--- src/rtl/errlog_pkg.sv ---
package errlog_pkg;
  localparam int EVT_N   = 3;
  localparam int EVT_COR = 0;
  localparam int EVT_PAR = 1;
  localparam int EVT_LNK = 2;
  localparam int ADDR_W  = 4;
  localparam int CFG_N   = 6;
  localparam int ROUTE_N = 4;

  localparam logic [EVT_N-1:0] FATAL_SET = 3'b100;

  localparam logic [ADDR_W-1:0] A_MASK  = 4'd0;
  localparam logic [ADDR_W-1:0] A_SCI   = 4'd1;
  localparam logic [ADDR_W-1:0] A_SMI   = 4'd2;
  localparam logic [ADDR_W-1:0] A_SERR  = 4'd3;
  localparam logic [ADDR_W-1:0] A_MCERR = 4'd4;
  localparam logic [ADDR_W-1:0] A_CMD   = 4'd5;
  localparam logic [ADDR_W-1:0] A_FIRST = 4'd6;
  localparam logic [ADDR_W-1:0] A_NEXT  = 4'd7;
  localparam logic [ADDR_W-1:0] A_SRCID = 4'd8;

  typedef struct packed {
    logic [EVT_N-1:0] firstSet;
    logic [EVT_N-1:0] nextSet;
    logic [EVT_N-1:0] firstClr;
    logic [EVT_N-1:0] nextClr;
    logic             srcCapture;
    logic [CFG_N-1:0] cfgWr;
  } logStrobe_t;
endpackage

--- src/rtl/errLogCtrl.sv ---
module errLogCtrl
  import errlog_pkg::*;
(
  input  logic              clk,
  input  logic              rstN,
  input  logic              corMsgValid,
  input  logic              parityErr,
  input  logic              linkUp,
  input  logic              regWrEn,
  input  logic [ADDR_W-1:0] regAddr,
  input  logic [EVT_N-1:0]  regWrData,
  input  logic [EVT_N-1:0]  maskVec,
  input  logic [EVT_N-1:0]  firstLog,
  output logStrobe_t        strobes
);
  logic             linkUpQ;
  logic             linkFall;
  logic [EVT_N-1:0] evtRaw;
  logic [EVT_N-1:0] evtLive;
  logic [EVT_N-1:0] pick;
  logic [EVT_N-1:0] firstClrV;
  logic [EVT_N-1:0] nextClrV;
  logic             firstFree;

  always_ff @(posedge clk) begin
    if (!rstN) linkUpQ <= 1'b0;
    else       linkUpQ <= linkUp;
  end

  assign linkFall = linkUpQ & ~linkUp;

  always_comb begin
    evtRaw          = '0;
    evtRaw[EVT_COR] = corMsgValid;
    evtRaw[EVT_PAR] = parityErr;
    evtRaw[EVT_LNK] = linkFall;
  end

  assign evtLive = evtRaw & ~maskVec;

  // highest event index wins: fatal, then non-fatal, then correctable
  always_comb begin
    logic found;
    pick  = '0;
    found = 1'b0;
    for (int i = EVT_N - 1; i >= 0; i--) begin
      if (evtLive[i] && !found) begin
        pick[i] = 1'b1;
        found   = 1'b1;
      end
    end
  end

  assign firstClrV = (regWrEn && regAddr == A_FIRST) ? regWrData : '0;
  assign nextClrV  = (regWrEn && regAddr == A_NEXT)  ? regWrData : '0;
  assign firstFree = ((firstLog & ~firstClrV) == '0);

  always_comb begin
    strobes.firstClr   = firstClrV;
    strobes.nextClr    = nextClrV;
    strobes.firstSet   = firstFree ? pick : '0;
    strobes.nextSet    = evtLive & ~strobes.firstSet;
    strobes.srcCapture = strobes.firstSet[EVT_COR];
  end

  for (genvar c = 0; c < CFG_N; c++) begin : g_cfgWr
    assign strobes.cfgWr[c] = regWrEn && (regAddr == ADDR_W'(c));
  end


  prio_order_chk: assert property (@(posedge clk) disable iff (!rstN)
    strobes.firstSet[EVT_COR] |-> !evtLive[EVT_PAR] && !evtLive[EVT_LNK]);


  link_edge_chk: assert property (@(posedge clk) disable iff (!rstN)
    evtRaw[EVT_LNK] |-> $fell(linkUp));


  mask_block_chk: assert property (@(posedge clk) disable iff (!rstN)
    ((strobes.firstSet | strobes.nextSet) & maskVec) == '0);
endmodule

--- src/rtl/errLogData.sv ---
module errLogData
  import errlog_pkg::*;
#(
  parameter int SRCID_W = 16,
  parameter int DATA_W  = 32
) (
  input  logic               clk,
  input  logic               rstN,
  input  logStrobe_t         strobes,
  input  logic [EVT_N-1:0]   regWrData,
  input  logic [ADDR_W-1:0]  regAddr,
  input  logic [SRCID_W-1:0] corMsgSrcId,
  output logic [DATA_W-1:0]  regRdData,
  output logic [EVT_N-1:0]   maskVec,
  output logic [EVT_N-1:0]   firstLog,
  output logic [ROUTE_N-1:0] notify,
  output logic               fatalAny,
  output logic               nonFatalAny
);
  logic [EVT_N-1:0]   maskReg;
  logic [EVT_N-1:0]   routeReg [ROUTE_N];
  logic               serrGlobalEn;
  logic [EVT_N-1:0]   nextLog;
  logic [SRCID_W-1:0] srcIdReg;
  logic [EVT_N-1:0]   activeVec;
  logic [ROUTE_N-1:0] routeHit;

  always_ff @(posedge clk) begin
    if (!rstN) begin
      maskReg      <= '0;
      serrGlobalEn <= 1'b0;
      firstLog     <= '0;
      nextLog      <= '0;
      srcIdReg     <= '0;
    end else begin
      if (strobes.cfgWr[int'(A_MASK)]) maskReg      <= regWrData;
      if (strobes.cfgWr[int'(A_CMD)])  serrGlobalEn <= regWrData[0];
      firstLog <= (firstLog & ~strobes.firstClr) | strobes.firstSet;
      nextLog  <= (nextLog  & ~strobes.nextClr)  | strobes.nextSet;
      if (strobes.srcCapture) srcIdReg <= corMsgSrcId;
    end
  end

  for (genvar r = 0; r < ROUTE_N; r++) begin : g_route
    always_ff @(posedge clk) begin
      if (!rstN)                                  routeReg[r] <= '0;
      else if (strobes.cfgWr[int'(A_SCI) + r])    routeReg[r] <= regWrData;
    end
    assign routeHit[r] = |(activeVec & routeReg[r]);
  end

  assign maskVec   = maskReg;
  assign activeVec = (firstLog | nextLog) & ~maskReg;

  always_comb begin
    notify               = routeHit;
    notify[int'(A_SERR) - int'(A_SCI)] = routeHit[int'(A_SERR) - int'(A_SCI)] & serrGlobalEn;
  end

  assign fatalAny    = |(activeVec & FATAL_SET);
  assign nonFatalAny = |(activeVec & ~FATAL_SET);

  always_comb begin
    regRdData = '0;
    case (regAddr)
      A_MASK:  regRdData[EVT_N-1:0]   = maskReg;
      A_SCI:   regRdData[EVT_N-1:0]   = routeReg[0];
      A_SMI:   regRdData[EVT_N-1:0]   = routeReg[1];
      A_SERR:  regRdData[EVT_N-1:0]   = routeReg[2];
      A_MCERR: regRdData[EVT_N-1:0]   = routeReg[3];
      A_CMD:   regRdData[0]           = serrGlobalEn;
      A_FIRST: regRdData[EVT_N-1:0]   = firstLog;
      A_NEXT:  regRdData[EVT_N-1:0]   = nextLog;
      A_SRCID: regRdData[SRCID_W-1:0] = srcIdReg;
      default: regRdData = '0;
    endcase
  end


  first_hold_chk: assert property (@(posedge clk) disable iff (!rstN)
    (firstLog != '0 && strobes.firstClr == '0) |=> firstLog == $past(firstLog));


  first_onehot_chk: assert property (@(posedge clk) disable iff (!rstN)
    $onehot0(firstLog));


  next_sticky_chk: assert property (@(posedge clk) disable iff (!rstN)
    strobes.nextClr == '0 |=> (nextLog & $past(nextLog)) == $past(nextLog));


  serr_gate_chk: assert property (@(posedge clk) disable iff (!rstN)
    !serrGlobalEn |-> !notify[int'(A_SERR) - int'(A_SCI)]);
endmodule

--- src/rtl/errLogUnit.sv ---
module errLogUnit
  import errlog_pkg::*;
#(
  parameter int SRCID_W = 16,
  parameter int DATA_W  = 32
) (
  input  logic               clk,
  input  logic               rstN,
  input  logic               corMsgValid,
  input  logic [SRCID_W-1:0] corMsgSrcId,
  input  logic               parityErr,
  input  logic               linkUp,
  input  logic               regWrEn,
  input  logic [ADDR_W-1:0]  regAddr,
  input  logic [EVT_N-1:0]   regWrData,
  output logic [DATA_W-1:0]  regRdData,
  output logic               sciOut,
  output logic               smiOut,
  output logic               serrOut,
  output logic               mcerrOut,
  output logic               globalFatal,
  output logic               globalNonFatal
);
  logStrobe_t         strobes;
  logic [EVT_N-1:0]   maskVec;
  logic [EVT_N-1:0]   firstLog;
  logic [ROUTE_N-1:0] notify;

  errLogCtrl uCtrl (
    .clk         (clk),
    .rstN        (rstN),
    .corMsgValid (corMsgValid),
    .parityErr   (parityErr),
    .linkUp      (linkUp),
    .regWrEn     (regWrEn),
    .regAddr     (regAddr),
    .regWrData   (regWrData),
    .maskVec     (maskVec),
    .firstLog    (firstLog),
    .strobes     (strobes)
  );

  errLogData #(.SRCID_W(SRCID_W), .DATA_W(DATA_W)) uData (
    .clk         (clk),
    .rstN        (rstN),
    .strobes     (strobes),
    .regWrData   (regWrData),
    .regAddr     (regAddr),
    .corMsgSrcId (corMsgSrcId),
    .regRdData   (regRdData),
    .maskVec     (maskVec),
    .firstLog    (firstLog),
    .notify      (notify),
    .fatalAny    (globalFatal),
    .nonFatalAny (globalNonFatal)
  );

  assign sciOut   = notify[0];
  assign smiOut   = notify[1];
  assign serrOut  = notify[2];
  assign mcerrOut = notify[3];
endmodule

--- config.mk ---
export PLATFORM = sky130hd
export DESIGN_NAME = errLogUnit
export DESIGN_NICKNAME = d
export VERILOG_FILES = /design/src/rtl/errlog_pkg.sv /design/src/rtl/errLogCtrl.sv /design/src/rtl/errLogData.sv /design/src/rtl/errLogUnit.sv
export SDC_FILE = /design/constraint.sdc
export NUM_CORES = 1
export LEC_CHECK = 0
export CAP_MARGIN = 5
export CORE_MARGIN = 1
export CORE_UTILIZATION = 35
export CTS_CLUSTER_SIZE = 24
export DETAILED_ROUTE_END_ITERATION = 6
export GPL_TIMING_DRIVEN = 1
export HOLD_SLACK_MARGIN = 0.12
export PLACE_DENSITY = 0.68
export SLEW_MARGIN = 40
export SYNTH_ARGS = -nofsm -noshare
export SYNTH_HDL_FRONTEND = slang
export SYNTH_SLANG_ARGS = --single-unit
export TNS_END_PERCENT = 20
--- constraint.sdc ---
create_clock -name clk -period 2.33 [get_ports clk]
set_input_delay 0.699 -clock clk [delete_from_list [all_inputs] [get_ports clk]]
set_output_delay 0.699 -clock clk [all_outputs]
set_load 0.01 [all_outputs]
==> run summary <==
outcome: complete, but fails checks
failing checks: setup timing
compound-cell area share of the yosys netlist: 11.83%
largest net degree at the start of global routing: 33
via count: 2,093
WS Path Type: in2out
maxcap violations: 0
GRT overflow: 0
largest family of logic cells by synthesized area: simple AND/OR/NAND/NOR gates
Clk Tree Root Cell: clkbuf_8
WHS Path Cells: 2
Final period util: 101.3%
DRC: 0
reg2reg path depth: 8
PD cells: 511.1 nW/µm²
crit start category: primary input
Synth Cell Area: 2253 µm²
synthesized netlist cell count: 252
Post-Syn Area per Cell: 8.942 µm²
top post-synthesis cells by area: dfxtp_1 (24%), edfxtp_1 (16%), mux2i_1 (9.8%)
Final WS setup: -30.57 ps
dominant cell type by area after synthesis: dfxtp_1
Final #Nets: 372
Clock Latency Late Sink: 290 ps
die width: 82.24 µm
Worst EP arrival: 1660 ps
CTS H-tree depth: 2
Max Buffers Root-to-Sink: 2
Seq/Total Area, Yosys: 39.98%
drt first-iter violations: 93
layout cells sized above 1: 29.65%
worst hold path startpoint: uData.srcIdReg[8]$_SDFFE_PN0P_
CTS tree: yes
P_leak: 0.001453 µW
Initial Utilization: 37.18%
final number of setup-violating endpoints: 8
Avg Vias per Cell: 4.995
Post-DRT Antenna Nets: 0
ant diodes: 0
Pwr Total: 1645 µW
Crit. End Element: output port
Synth cell types: 36
final hold slack: 456.1 ps
fin crit period: 2361 ps
Req. time, crit path: 1630 ps
full die area: 6763 µm²
CTS buffer count: 5
final hold vios: 0
CTS Hold Bufs: 0
Synth Register Bits: 39
drt first pass iters: 4
WL final: 6.116 mm
post-synthesis xor/xnor area fraction: 0%
fmax: 423.6 MHz
Reg-to-Reg End: uData.srcIdReg[5]$_SDFFE_PN0P_
clock sink total: 39
GPL Wtd Cong: 0.9447
Setup crit start: regAddr[0]
Max FO, Critical Path: 4
mux contribution to synthesized area: 10.77%
FP Rows: 28
post-synth top area share: 23.99%
hold crit path type: reg2reg
Post-DP HPWL: 4.460 mm
fillers: 557
Clock transition at path regs: 70 ps
initial antenna violation count: 0
Max Slew Vio Count: 0
Crit Reg-Reg Startpoint: uData.maskVec[2]$_SDFFE_PN0P_
P&R area growth vs syn: 42.81%
skew final: 3.693 ps
IO Port Bufs: 50
WHS Endpoint: uData.srcIdReg[8]$_SDFFE_PN0P_
Ys Warns: 0
WL per Instance: 14.60 µm
I/O pin cnt: 67
first-pass GRT wire length: 9.577 mm
unrepaired setup endpoints after global routing: true
adder-cell area share of the yosys netlist: 0%
peak supply drop: 0.3892 mV
vias in the first global route: 2,017
Core ar.: 6061 µm²
r2r setup slk: 590 ps
Die Y: 82.24 µm
simple-gate share of the synthesized area: 26.32%
total track usage: 19.11%
-- logic make-up (layout without fill, tap and decap cells) --
logic type	Yosys count	after routing
and+or+nand+nor	115	115
buffers and inverters	40	117
DFF	39	39
AOI/OAI and AO/OA	34	34
muxes	23	23
other	1	16
-- layout by cell type (no fill, tap or decap), types with 2 or more instances in the layout --
| cell | netlist | final |
|---|---|---|
| nand2_1 | 47 | 47 |
| buf_4 | 17 | 39 |
| dfxtp_1 | 27 | 25 |
| clkdlybuf4s50_1 | 0 | 23 |
| mux2i_1 | 22 | 22 |
| and3_1 | 17 | 16 |
| conb_1 | 1 | 16 |
| buf_2 | 1 | 15 |
| edfxtp_1 | 12 | 12 |
| nor2_1 | 19 | 11 |
| buf_6 | 2 | 10 |
| nand3_1 | 8 | 8 |
| nor3_1 | 8 | 8 |
| inv_1 | 9 | 7 |
| o21ai_0 | 8 | 6 |
| a21oi_1 | 7 | 6 |
| nor2_2 | 0 | 5 |
| clkbuf_8 | 0 | 5 |
| a222oi_1 | 4 | 4 |
| and2_1 | 4 | 4 |
| dlymetal6s2s_1 | 0 | 4 |
| nor2_4 | 0 | 3 |
| a31oi_1 | 3 | 3 |
| nor2b_1 | 4 | 3 |
| o31ai_4 | 3 | 3 |
| a22oi_1 | 2 | 2 |
| o21ai_1 | 0 | 2 |
| inv_2 | 0 | 2 |
| a22o_1 | 2 | 2 |
| o22ai_1 | 3 | 2 |
| clkbuf_16 | 0 | 2 |
| clkbuf_2 | 0 | 2 |
| dfxtp_2 | 0 | 2 |
-- worst max path at each step --
| stage | slack [ps] | cells after the start | end |
|---|---|---|---|
| global route | -70 | 7 | regRdData[1] |
| finish | -30 | 7 | regRdData[1] |
| CTS | -110 | 5 | serrOut |
| global placement | -890 | 7 | regRdData[2] |
| floorplan | -10 | 6 | regRdData[1] |
| detailed placement | -880 | 7 | regRdData[2] |
-- worst max-delay path, cell delays in order --
cell     delay, ps
buf_8           90
mux2i_1        200
nor2_1          60
a31oi_1        190
o22ai_2        100
a22o_1         190
buf_2          130
-- registers in the layout, summed over array words and instances, names as in the netlist --
register / flops
uData.routeReg: 12
uData.firstLog: 3
uData.maskVec: 3
uCtrl.linkUpQ: 1
uData.srcIdReg: 16
uData.nextLog: 3
uData.serrGlobalEn: 1
-- metrics by stage --
step / instances / util, % / cell area, µm² / setup TNS (ps) / setup slack (ps)
3_3_place_gp: 405 / 50.06 / 3034 / -25630 / -894.3
3_5_place_dp: 405 / 50.06 / 3034 / -27180 / -881.5
5_1_grt: 419 / 53.10 / 3218 / -912.3 / -68.98
2_1_floorplan: 267 / - / 2312 / -40.90 / -10.68
6_report: 419 / 53.10 / 3218 / -102.0 / -30.57
4_1_cts: 414 / 52.37 / 3174 / -198.0 / -109.4
-- Yosys cell counts, drive strengths merged --
master   n
nor4b    1
and2     4
a222oi   4
nor3     8
o32ai    1
conb     1
inv      9
nor2b    4
o31ai    3
clkbuf  10
dfxtp   27
o22ai    3
a32oi    1
nand3    8
edfxtp  12
nand2b   2
nand2   47
mux2i   22
o21ai    8
a22oi    2
nor2    19
or4b     1
nand4    2
and3    17
a31oi    3
nand3b   2
a21oi    7
a22o     2
buf     21
mux4     1
-- area by class of cell --
cell class	count	area (µm²)	share of cell area, %
Tap cell	75	93.84	2.916
Clock inverter	2	12.51	0.3888
Timing Repair Buffer	100	882.1	27.41
Multi-Input combinational cell	188	1220	37.91
Sequential cell	39	903.4	28.07
Inverter	9	33.78	1.050
Clock buffer	6	72.57	2.255
-- where the power goes --
| group | total (µW) | leakage, µW | switching, µW | internal (µW) |
|---|---|---|---|---|
| Clock | 443 | 0.0000412 | 234 | 209 |
| Sequential | 773 | 0.000336 | 32.0 | 741 |
| Combinational | 428 | 0.00108 | 207 | 222 |
-- repair_timing --
item | in CTS | in global routing
cloned | 1 | 2
endpoints found under the setup margin | 39 | 38
resized for setup | 96 | 32
setup buffers | 0 | 3
pin swaps | 11 | 11
-- routing by layer --
layer / up-vias / wire (µm) / track usage, % / part of all wire, %
li1: 1035 / - / - / -
met1: 981 / 2862 / 25.88 / 47
met2: 69 / 2840 / 30.41 / 46
met3: 8 / 326 / 2.857 / 5.3
met4: 0 / 86 / 7.544 / 1.4
met5: - / 0 / 0 / 0
Note: power is estimated with default switching activity, not from simulation.
